**src/rtl/ecc_pkg.sv**
```systemverilog
`timescale 1ns/1ps
// ecc_pkg: shared types for the comparator timer channel.
// Assumes a five-bit configuration word in the bit order of the struct below.
package ecc_pkg;
    localparam int CFG_W = 5;

    // Configuration word, bit 4 down to bit 0.
    typedef struct packed {
        logic level;     // bit 4: level-type interrupt
        logic setval;    // bit 3: set-value request, self-clearing
        logic narrow;    // bit 2: half-width compare
        logic periodic;  // bit 1: periodic mode
        logic enable;    // bit 0: channel enable
    } ecc_cfg_t;
endpackage

```
**src/rtl/ecc_regs.sv**
```systemverilog
`timescale 1ns/1ps
// ecc_regs: configuration, comparator and hidden period registers.
// Applies half writes with mode-dependent routing, masks the period's top bit,
// keeps narrow-mode upper halves at zero, and adds the period on request.
// Assumes that writes and the advance request do not target the comparator in the same cycle.
module ecc_regs
    import ecc_pkg::*;
#(
    parameter int CNT_W = 64
) (
    input  logic                  clk,
    input  logic                  rst_n,
    input  logic                  cfg_we,
    input  ecc_cfg_t              cfg_wr,
    input  logic                  cmp_lo_we,
    input  logic                  cmp_hi_we,
    input  logic [CNT_W/2-1:0]    wr_data,
    input  logic                  adv,
    output ecc_cfg_t              cfg_r,
    output logic [CNT_W-1:0]      cmp_r,
    output logic [CNT_W-1:0]      per_r,
    output logic [CNT_W-1:0]      cmp_n,
    output logic                  narrow_n,
    output logic                  periodic_n
);
    localparam int HALF_W = CNT_W / 2;

    ecc_cfg_t          cfg_n;
    logic [CNT_W-1:0]  per_n;
    logic              route_cmp;

    assign route_cmp  = !cfg_r.periodic || cfg_r.setval;
    assign narrow_n   = cfg_n.narrow;
    assign periodic_n = cfg_n.periodic;

    // Next-state logic for all three registers.
    always_comb begin
        cfg_n = cfg_r;
        cmp_n = cmp_r;
        per_n = per_r;
        if (cfg_we) cfg_n = cfg_wr;
        if (cmp_lo_we) begin
            if (route_cmp) cmp_n[HALF_W-1:0] = wr_data;
            if (cfg_r.periodic) per_n[HALF_W-1:0] = wr_data;
        end
        if (cmp_hi_we) begin
            if (route_cmp) cmp_n[CNT_W-1:HALF_W] = wr_data;
            else per_n[CNT_W-1:HALF_W] = wr_data;
        end
        if (cmp_lo_we || cmp_hi_we) begin
            cfg_n.setval = 1'b0;
        end else if (adv) begin
            if (cfg_r.narrow)
                cmp_n = {{HALF_W{1'b0}}, cmp_r[HALF_W-1:0] + per_r[HALF_W-1:0]};
            else
                cmp_n = cmp_r + per_r;
        end
        if (cfg_n.narrow) begin
            cmp_n[CNT_W-1:HALF_W]   = '0;
            per_n[CNT_W-1:HALF_W-1] = '0;
        end else begin
            per_n[CNT_W-1] = 1'b0;
        end
    end

    // State registers with the reset values of an idle channel.
    always_ff @(posedge clk) begin
        if (!rst_n) begin
            cfg_r <= '0;
            cmp_r <= '1;
            per_r <= '0;
        end else begin
            cfg_r <= cfg_n;
            cmp_r <= cmp_n;
            per_r <= per_n;
        end
    end
endmodule

```
**src/rtl/ecc_match.sv**
```systemverilog
`timescale 1ns/1ps
// ecc_match: combinational compare logic.
// Produces the due condition (signed difference at full or half width),
// detects a low-half wrap against the previous counter sample, and decides
// at arm time whether a narrow one-shot must expect a wrap before its match.
module ecc_match #(
    parameter int CNT_W = 64
) (
    input  logic [CNT_W-1:0]    cnt,
    input  logic [CNT_W/2-1:0]  cnt_prev_lo,
    input  logic [CNT_W-1:0]    cmp,
    input  logic                narrow,
    input  logic [CNT_W-1:0]    cmp_n,
    input  logic                narrow_n,
    input  logic                periodic_n,
    output logic                due,
    output logic                wrapped,
    output logic                wrap_need
);
    localparam int HALF_W = CNT_W / 2;

    logic [CNT_W-1:0]  diff_w;
    logic [HALF_W-1:0] diff_h;
    logic [HALF_W-1:0] ahead;
    logic [HALF_W-1:0] ahead_eff;
    logic [HALF_W-1:0] room;

    // Expiry test: counter at or past comparator, modulo the active width.
    always_comb begin
        diff_w = cnt - cmp;
        diff_h = cnt[HALF_W-1:0] - cmp[HALF_W-1:0];
        due    = narrow ? !diff_h[HALF_W-1] : !diff_w[CNT_W-1];
    end

    // Low-half wrap: the current sample is below the previous one.
    assign wrapped = cnt[HALF_W-1:0] < cnt_prev_lo;

    // Arm-time wrap decision against the incoming comparator value.
    always_comb begin
        ahead     = cmp_n[HALF_W-1:0] - cnt[HALF_W-1:0];
        ahead_eff = (ahead[HALF_W-1] || ahead == '0) ? HALF_W'(1) : ahead;
        room      = ~cnt[HALF_W-1:0];
        wrap_need = narrow_n && !periodic_n && (room < ahead_eff);
    end
endmodule

```
**src/rtl/event_cmp_channel.sv**
```systemverilog
`timescale 1ns/1ps
// event_cmp_channel: one comparator channel of an event timer.
// Watches an external main counter, arms and disarms on enable edges and
// comparator writes, fires one registered pulse per match or wrap event, and
// runs periodic catch-up one addition per clock without extra pulses.
// Assumes the main counter is owned elsewhere and writes arrive pre-decoded.
module event_cmp_channel
    import ecc_pkg::*;
#(
    parameter int CNT_W = 64
) (
    input  logic                  clk,
    input  logic                  rst_n,
    input  logic                  glb_en,
    input  logic [CNT_W-1:0]      main_cnt,
    input  logic                  cfg_we,
    input  logic [CFG_W-1:0]      cfg_wdata,
    input  logic                  cmp_lo_we,
    input  logic                  cmp_hi_we,
    input  logic [CNT_W/2-1:0]    wr_data,
    input  logic                  irq_ack,
    output logic [CFG_W-1:0]      cfg_q,
    output logic [CNT_W-1:0]      cmp_q,
    output logic                  fire_o,
    output logic                  irq_o
);
    localparam int HALF_W = CNT_W / 2;

    ecc_cfg_t          cfg_wr;
    ecc_cfg_t          cfg_r;
    logic [CNT_W-1:0]  cmp_r, per_r, cmp_n;
    logic              narrow_n, periodic_n;
    logic              due, wrapped, wrap_need;
    logic              adv, fire_set;
    logic              armed_q, armed_d, wrap_q, wrap_d, catch_q, catch_d;
    logic              glb_q, fire_q, status_q;
    logic [HALF_W-1:0] prev_lo;
    logic              en_rise, en_fall, glb_rise, cmp_wr, arm_now, disarm;

    assign cfg_wr = ecc_cfg_t'(cfg_wdata);

    ecc_regs #(.CNT_W(CNT_W)) u_regs (
        .clk        (clk),
        .rst_n      (rst_n),
        .cfg_we     (cfg_we),
        .cfg_wr     (cfg_wr),
        .cmp_lo_we  (cmp_lo_we),
        .cmp_hi_we  (cmp_hi_we),
        .wr_data    (wr_data),
        .adv        (adv),
        .cfg_r      (cfg_r),
        .cmp_r      (cmp_r),
        .per_r      (per_r),
        .cmp_n      (cmp_n),
        .narrow_n   (narrow_n),
        .periodic_n (periodic_n)
    );

    ecc_match #(.CNT_W(CNT_W)) u_match (
        .cnt         (main_cnt),
        .cnt_prev_lo (prev_lo),
        .cmp         (cmp_r),
        .narrow      (cfg_r.narrow),
        .cmp_n       (cmp_n),
        .narrow_n    (narrow_n),
        .periodic_n  (periodic_n),
        .due         (due),
        .wrapped     (wrapped),
        .wrap_need   (wrap_need)
    );

    // Arm and disarm events from enable edges and comparator writes.
    always_comb begin
        en_rise  = cfg_we && cfg_wr.enable && !cfg_r.enable;
        en_fall  = cfg_we && !cfg_wr.enable && cfg_r.enable;
        glb_rise = glb_en && !glb_q;
        cmp_wr   = cmp_lo_we || cmp_hi_we;
        disarm   = !glb_en || en_fall;
        arm_now  = glb_en && (en_rise
                   || (glb_rise && cfg_r.enable && cmp_r != '1)
                   || (cmp_wr && cfg_r.enable && !en_fall));
    end

    // Channel sequencing: arm, wrap wait, expiry and periodic catch-up.
    always_comb begin
        adv      = 1'b0;
        fire_set = 1'b0;
        armed_d  = armed_q;
        wrap_d   = wrap_q;
        catch_d  = catch_q;
        if (disarm) begin
            armed_d = 1'b0;
            wrap_d  = 1'b0;
            catch_d = 1'b0;
        end else if (arm_now) begin
            armed_d = 1'b1;
            wrap_d  = wrap_need;
            catch_d = 1'b0;
        end else if (armed_q) begin
            if (wrap_q) begin
                if (wrapped) begin
                    fire_set = 1'b1;
                    wrap_d   = 1'b0;
                end
            end else if (catch_q) begin
                if (due) adv = 1'b1;
                else catch_d = 1'b0;
            end else if (due) begin
                fire_set = 1'b1;
                if (cfg_r.periodic && per_r != '0) begin
                    adv     = 1'b1;
                    catch_d = 1'b1;
                end else begin
                    armed_d = 1'b0;
                end
            end
        end
    end

    // Sequencing state, pulse register, level status and counter history.
    always_ff @(posedge clk) begin
        if (!rst_n) begin
            armed_q  <= 1'b0;
            wrap_q   <= 1'b0;
            catch_q  <= 1'b0;
            glb_q    <= 1'b0;
            fire_q   <= 1'b0;
            status_q <= 1'b0;
            prev_lo  <= '0;
        end else begin
            armed_q <= armed_d;
            wrap_q  <= wrap_d;
            catch_q <= catch_d;
            glb_q   <= glb_en;
            fire_q  <= fire_set;
            prev_lo <= main_cnt[HALF_W-1:0];
            if (disarm)                       status_q <= 1'b0;
            else if (fire_set && cfg_r.level) status_q <= 1'b1;
            else if (irq_ack)                 status_q <= 1'b0;
        end
    end

    assign cfg_q  = cfg_r;
    assign cmp_q  = cmp_r;
    assign fire_o = fire_q;
    assign irq_o  = cfg_r.level ? status_q : fire_q;
endmodule

```
**config.mk**
```make
export PLATFORM = sky130hd
export DESIGN_NAME = event_cmp_channel
export DESIGN_NICKNAME = d
export VERILOG_FILES = /design/src/rtl/ecc_pkg.sv /design/src/rtl/ecc_regs.sv /design/src/rtl/ecc_match.sv /design/src/rtl/event_cmp_channel.sv
export SDC_FILE = /design/constraint.sdc
export NUM_CORES = 1
export LEC_CHECK = 0
export ABC_AREA = 1
export ABC_CLOCK_PERIOD_IN_PS = 16700
export BUFFER_PORTS_ARGS = -buffer_cell sky130_fd_sc_hd__buf_2
export CELL_PAD_IN_SITES_DETAIL_PLACEMENT = 0
export CELL_PAD_IN_SITES_GLOBAL_PLACEMENT = 1
export CORE_ASPECT_RATIO = 1.75
export CORE_UTILIZATION = 35
export DETAILED_ROUTE_END_ITERATION = 16
export GPL_TIMING_DRIVEN = 0
export PLACE_DENSITY = 0.78
export SLEW_MARGIN = 20
export SYNTH_ARGS = -nofsm -noshare
export SYNTH_HDL_FRONTEND = slang
export SYNTH_SLANG_ARGS = --single-unit
```
**constraint.sdc**
```tcl
create_clock -name clk -period 16.7 [get_ports clk]
set_input_delay 0.835 -clock clk [delete_from_list [all_inputs] [get_ports clk]]
set_output_delay 0.835 -clock clk [all_outputs]
set_load 0.01 [all_outputs]
```
==> flow_metrics.tcl <==
set metrics [dict create \
    layout_min_cycle_time_ns 9.260 \
    worstHoldPathCells 2 \
    clk_path_buf_depth 2 \
    synth_fa_ha_area_share_pct 17.35 \
    area_delta_synth_final_pct 13.93 \
    core-area_um2 45110 \
    pwr-share-comb_pct 41.7 \
    setup_violations 0 \
    syn_inst 2426 \
    cpPeakStageDelay_ns 0.77 \
    routed_wl_um 66400 \
    ios 179 \
    synth_top_family_by_area "simple AND/OR/NAND/NOR gates" \
    synth-edff-count 0 \
    place.gp.congestion 0.9736 \
    synth_flop_cell "dfxtp_1" \
    tns_ns 0 \
    syn_nets 2754 \
    crit_path_max_fanout 10 \
    path_clk_slew_ns 0.07 \
    avgViaCountPerCell 5.295 \
    instances_no_fill 3212 \
    io_buffers 177 \
    crit_required_ns 17.10 \
    timing.final.crit_share_pct 55.45 \
    synthArstFlopShare_pct 0 \
    fin_nets 2950 \
    first_pass_iters 5 \
    grtUsageTotal_pct 28.60 \
    worstSetupPathType "reg -> reg" \
    synth_cell_types 59 \
    pwr-share-seq_pct 30.2 \
    status "completed" \
    wire_per_inst_um 20.67 \
    ff2ff_path_depth 39 \
    ctsHoldBuffers 0 \
    first_iter_violations 887 \
    rsz0062_at_grt "false" \
    rows 103 \
    clk_latency_ns 0.46 \
    postCtsSetupRepairBufs 0 \
    grt_pass1_wl_um 97950 \
    p_switching_mw 0.6369 \
    synth_area_um2 15950 \
    tightest_slew_ns 1.072 \
    cts_tree "yes" \
    grt_max_degree 17 \
    initial_utilization_pct 35.37 \
    final_antenna_net_count 0 \
    dieArea_um2 46470 \
    cellPowerDensity_nw_per_um2 84.49 \
    yosysSeqAreaShare_pct 21.33 \
    clock.fmax_ghz 0.1080 \
    post-place-cells 3180 \
    synth_seq_cells 170 \
    synth_mux_area_share_pct 0.1255 \
    drive_above_1_share_pct 12.87 \
    hp-class "reg -> reg" \
    diodes 0 \
    arrival_ns 9.66 \
    numClockSinks 170 \
    num_vias 17010 \
    p_int_mw 0.8987 \
    cts.htree.levels 4 \
    first_global_vias 16980 \
    yosysWarningCount 0 \
    grt_overflow 0 \
    dp_hpwl_um 57220 \
    swShare_pct 41.48 \
    startpoint_type "register" \
    cts-root-buf "clkbuf_16" \
    crit_slowest_cell "clkbuf_1" \
    die_x_um 163.4 \
    die_y_um 284.4 \
    p_leak_nw 9.405 \
    stdcell_area_um2 18170 \
    cpMostUsedCell "nand2_1" \
    finalMaxSlewViolations 0 \
    route.detailed.drc 0 \
    synthSimpleGateAreaFrac_pct 26.00 \
    syn_area_per_cell_um2 6.576 \
    power_frac_clock_pct 28.1 \
    skew_ns 0.01242 \
    cp-end-kind "register" \
    placed_area_um2 17560 \
    irDropWorstVdd_mv 0.08229 \
    slew_headroom_pct 27.81 \
    cts_resized 0 \
    antenna_found_initial 0 \
    fin_util_pct 40.29 \
    synth_compound_area_share_pct 22.36 \
    hold_viol_final 0 \
    synthXorXnorAreaFrac_pct 2.792 \
    maxCapViolCount 0 \
    numCtsBuffers 17 \
]
## flip-flops by register name, indices dropped and copies added, names as in the netlist
signal,cells
u_regs.per_r,63
catch_q,1
wrap_q,1
armed_q,1
u_regs.cfg_r,5
u_regs.cmp_r,64
fire_o,1
glb_q,1
prev_lo,32
status_q,1
## cell type report
type	count	area, um2
clock inverter	9	136.4
timing repair buffer	177	885.9
fill	4923	26930
sequential	170	3403
clock buffer	23	478.0
inverter	367	1378
buffer	57	220.2
multi-input combinational	1832	10950
tap	577	721.9
## worst max-delay path: cells and delay by family (launching register included)
kind | cells | cell delay (ns)
buffers and inverters | 6 | 2.17
flip-flops | 1 | 0.43
XOR/XNOR | 1 | 0.20
adder cells (fa/ha/maj) | 3 | 0.85
AO/OA/AOI/OAI | 8 | 1.57
AND/OR/NAND/NOR | 21 | 3.96
## through the flow
stage,worst slack [ns],total power [mW],hold WS [ns]
2_1_floorplan,10.66,0.8950,0.4403
3_3_place_gp,6.977,1.099,0.4544
3_5_place_dp,7.043,1.107,0.4580
4_1_cts,7.472,1.538,0.4677
5_1_grt,7.021,1.624,0.5018
6_report,7.440,1.536,0.4613
## kinds of logic after synthesis
group,Yosys count
XOR/XNOR,50
flip-flops,170
other,1
adder cells (fa/ha/maj),220
AND/OR/NAND/NOR,955
AO/OA/AOI/OAI,604
buffers and inverters,424
multiplexers,2
## synth_stat cells (5+ instances only)
library cell | count | area, um2
ha_1 | 218 | 2728
xnor2_1 | 22 | 192.7
a21o_1 | 25 | 187.7
nand2_2 | 17 | 106.4
a21oi_2 | 15 | 131.4
o21ai_2 | 7 | 61.31
nor3_1 | 14 | 70.07
dfxtp_1 | 170 | 3403
inv_2 | 18 | 67.56
nor4_1 | 8 | 50.05
inv_1 | 344 | 1291
xor2_1 | 27 | 236.5
a21oi_4 | 5 | 81.33
o21ai_1 | 18 | 90.09
nor2_1 | 179 | 671.9
o21ai_0 | 162 | 810.8
a21oi_1 | 268 | 1341
clkbuf_1 | 54 | 202.7
or2_2 | 17 | 106.4
nand2_1 | 548 | 2057
nand3_1 | 92 | 460.4
a31oi_1 | 26 | 162.7
nand4_1 | 40 | 250.2
clkinv_1 | 5 | 18.77
o21ai_4 | 6 | 97.59
nor3_2 | 7 | 70.07
nor2_2 | 8 | 50.05
o21a_1 | 10 | 75.07
nand3_2 | 11 | 110.1
o211ai_1 | 33 | 247.7
## cell usage in the layout, fill, tap and decap left out, types with 8 or more instances in the layout
cell,netlist,layout
a21o_1,25,25
a21oi_1,268,268
a21oi_2,15,15
a31oi_1,26,26
buf_2,2,179
clkbuf_1,54,57
clkbuf_16,0,17
dfxtp_1,170,170
ha_1,218,218
inv_1,344,344
inv_2,18,18
nand2_1,548,548
nand2_2,17,17
nand3_1,92,92
nand3_2,11,11
nand4_1,40,40
nor2_1,179,179
nor2_2,8,8
nor3_1,14,14
nor4_1,8,8
o211ai_1,33,33
o21a_1,10,10
o21ai_0,162,162
o21ai_1,18,18
or2_2,17,17
xnor2_1,22,22
xor2_1,27,27
## routing by layer
layer / share of wire [%] / global-route usage (%) / up-vias
li1: - / - / 8477
met1: 35 / 26.51 / 7853
met2: 53 / 55.12 / 462
met3: 2.8 / 2.554 / 217
met4: 9.0 / 23.48 / 0
met5: 0 / 0 / -
## power by group through the flow
stage,registers [mW],logic [mW],clock network (mW)
after floorplan,0.466,0.429,0
after global routing,0.467,0.709,0.449
after detailed placement,0.472,0.634,0
after CTS,0.463,0.638,0.437
final,0.464,0.641,0.431
after global placement,0.472,0.627,0
## worst paths after layout
| check | to | slack, ns | start |
|---|---|---|---|
| setup / recovery | wrap_q$_SDFFE_PP0P_ | 7.44 | u_regs.cmp_r[38]$_SDFF_PN1_ |
| hold / removal | status_q$_SDFFE_PP0P_ | 0.46 | status_q$_SDFFE_PP0P_ |
| setup reg to reg | wrap_q$_SDFFE_PP0P_ | 7.44 | u_regs.cmp_r[38]$_SDFF_PN1_ |
| hold reg to reg | status_q$_SDFFE_PP0P_ | 0.46 | status_q$_SDFFE_PP0P_ |
Power figures use the tool's default switching activity.
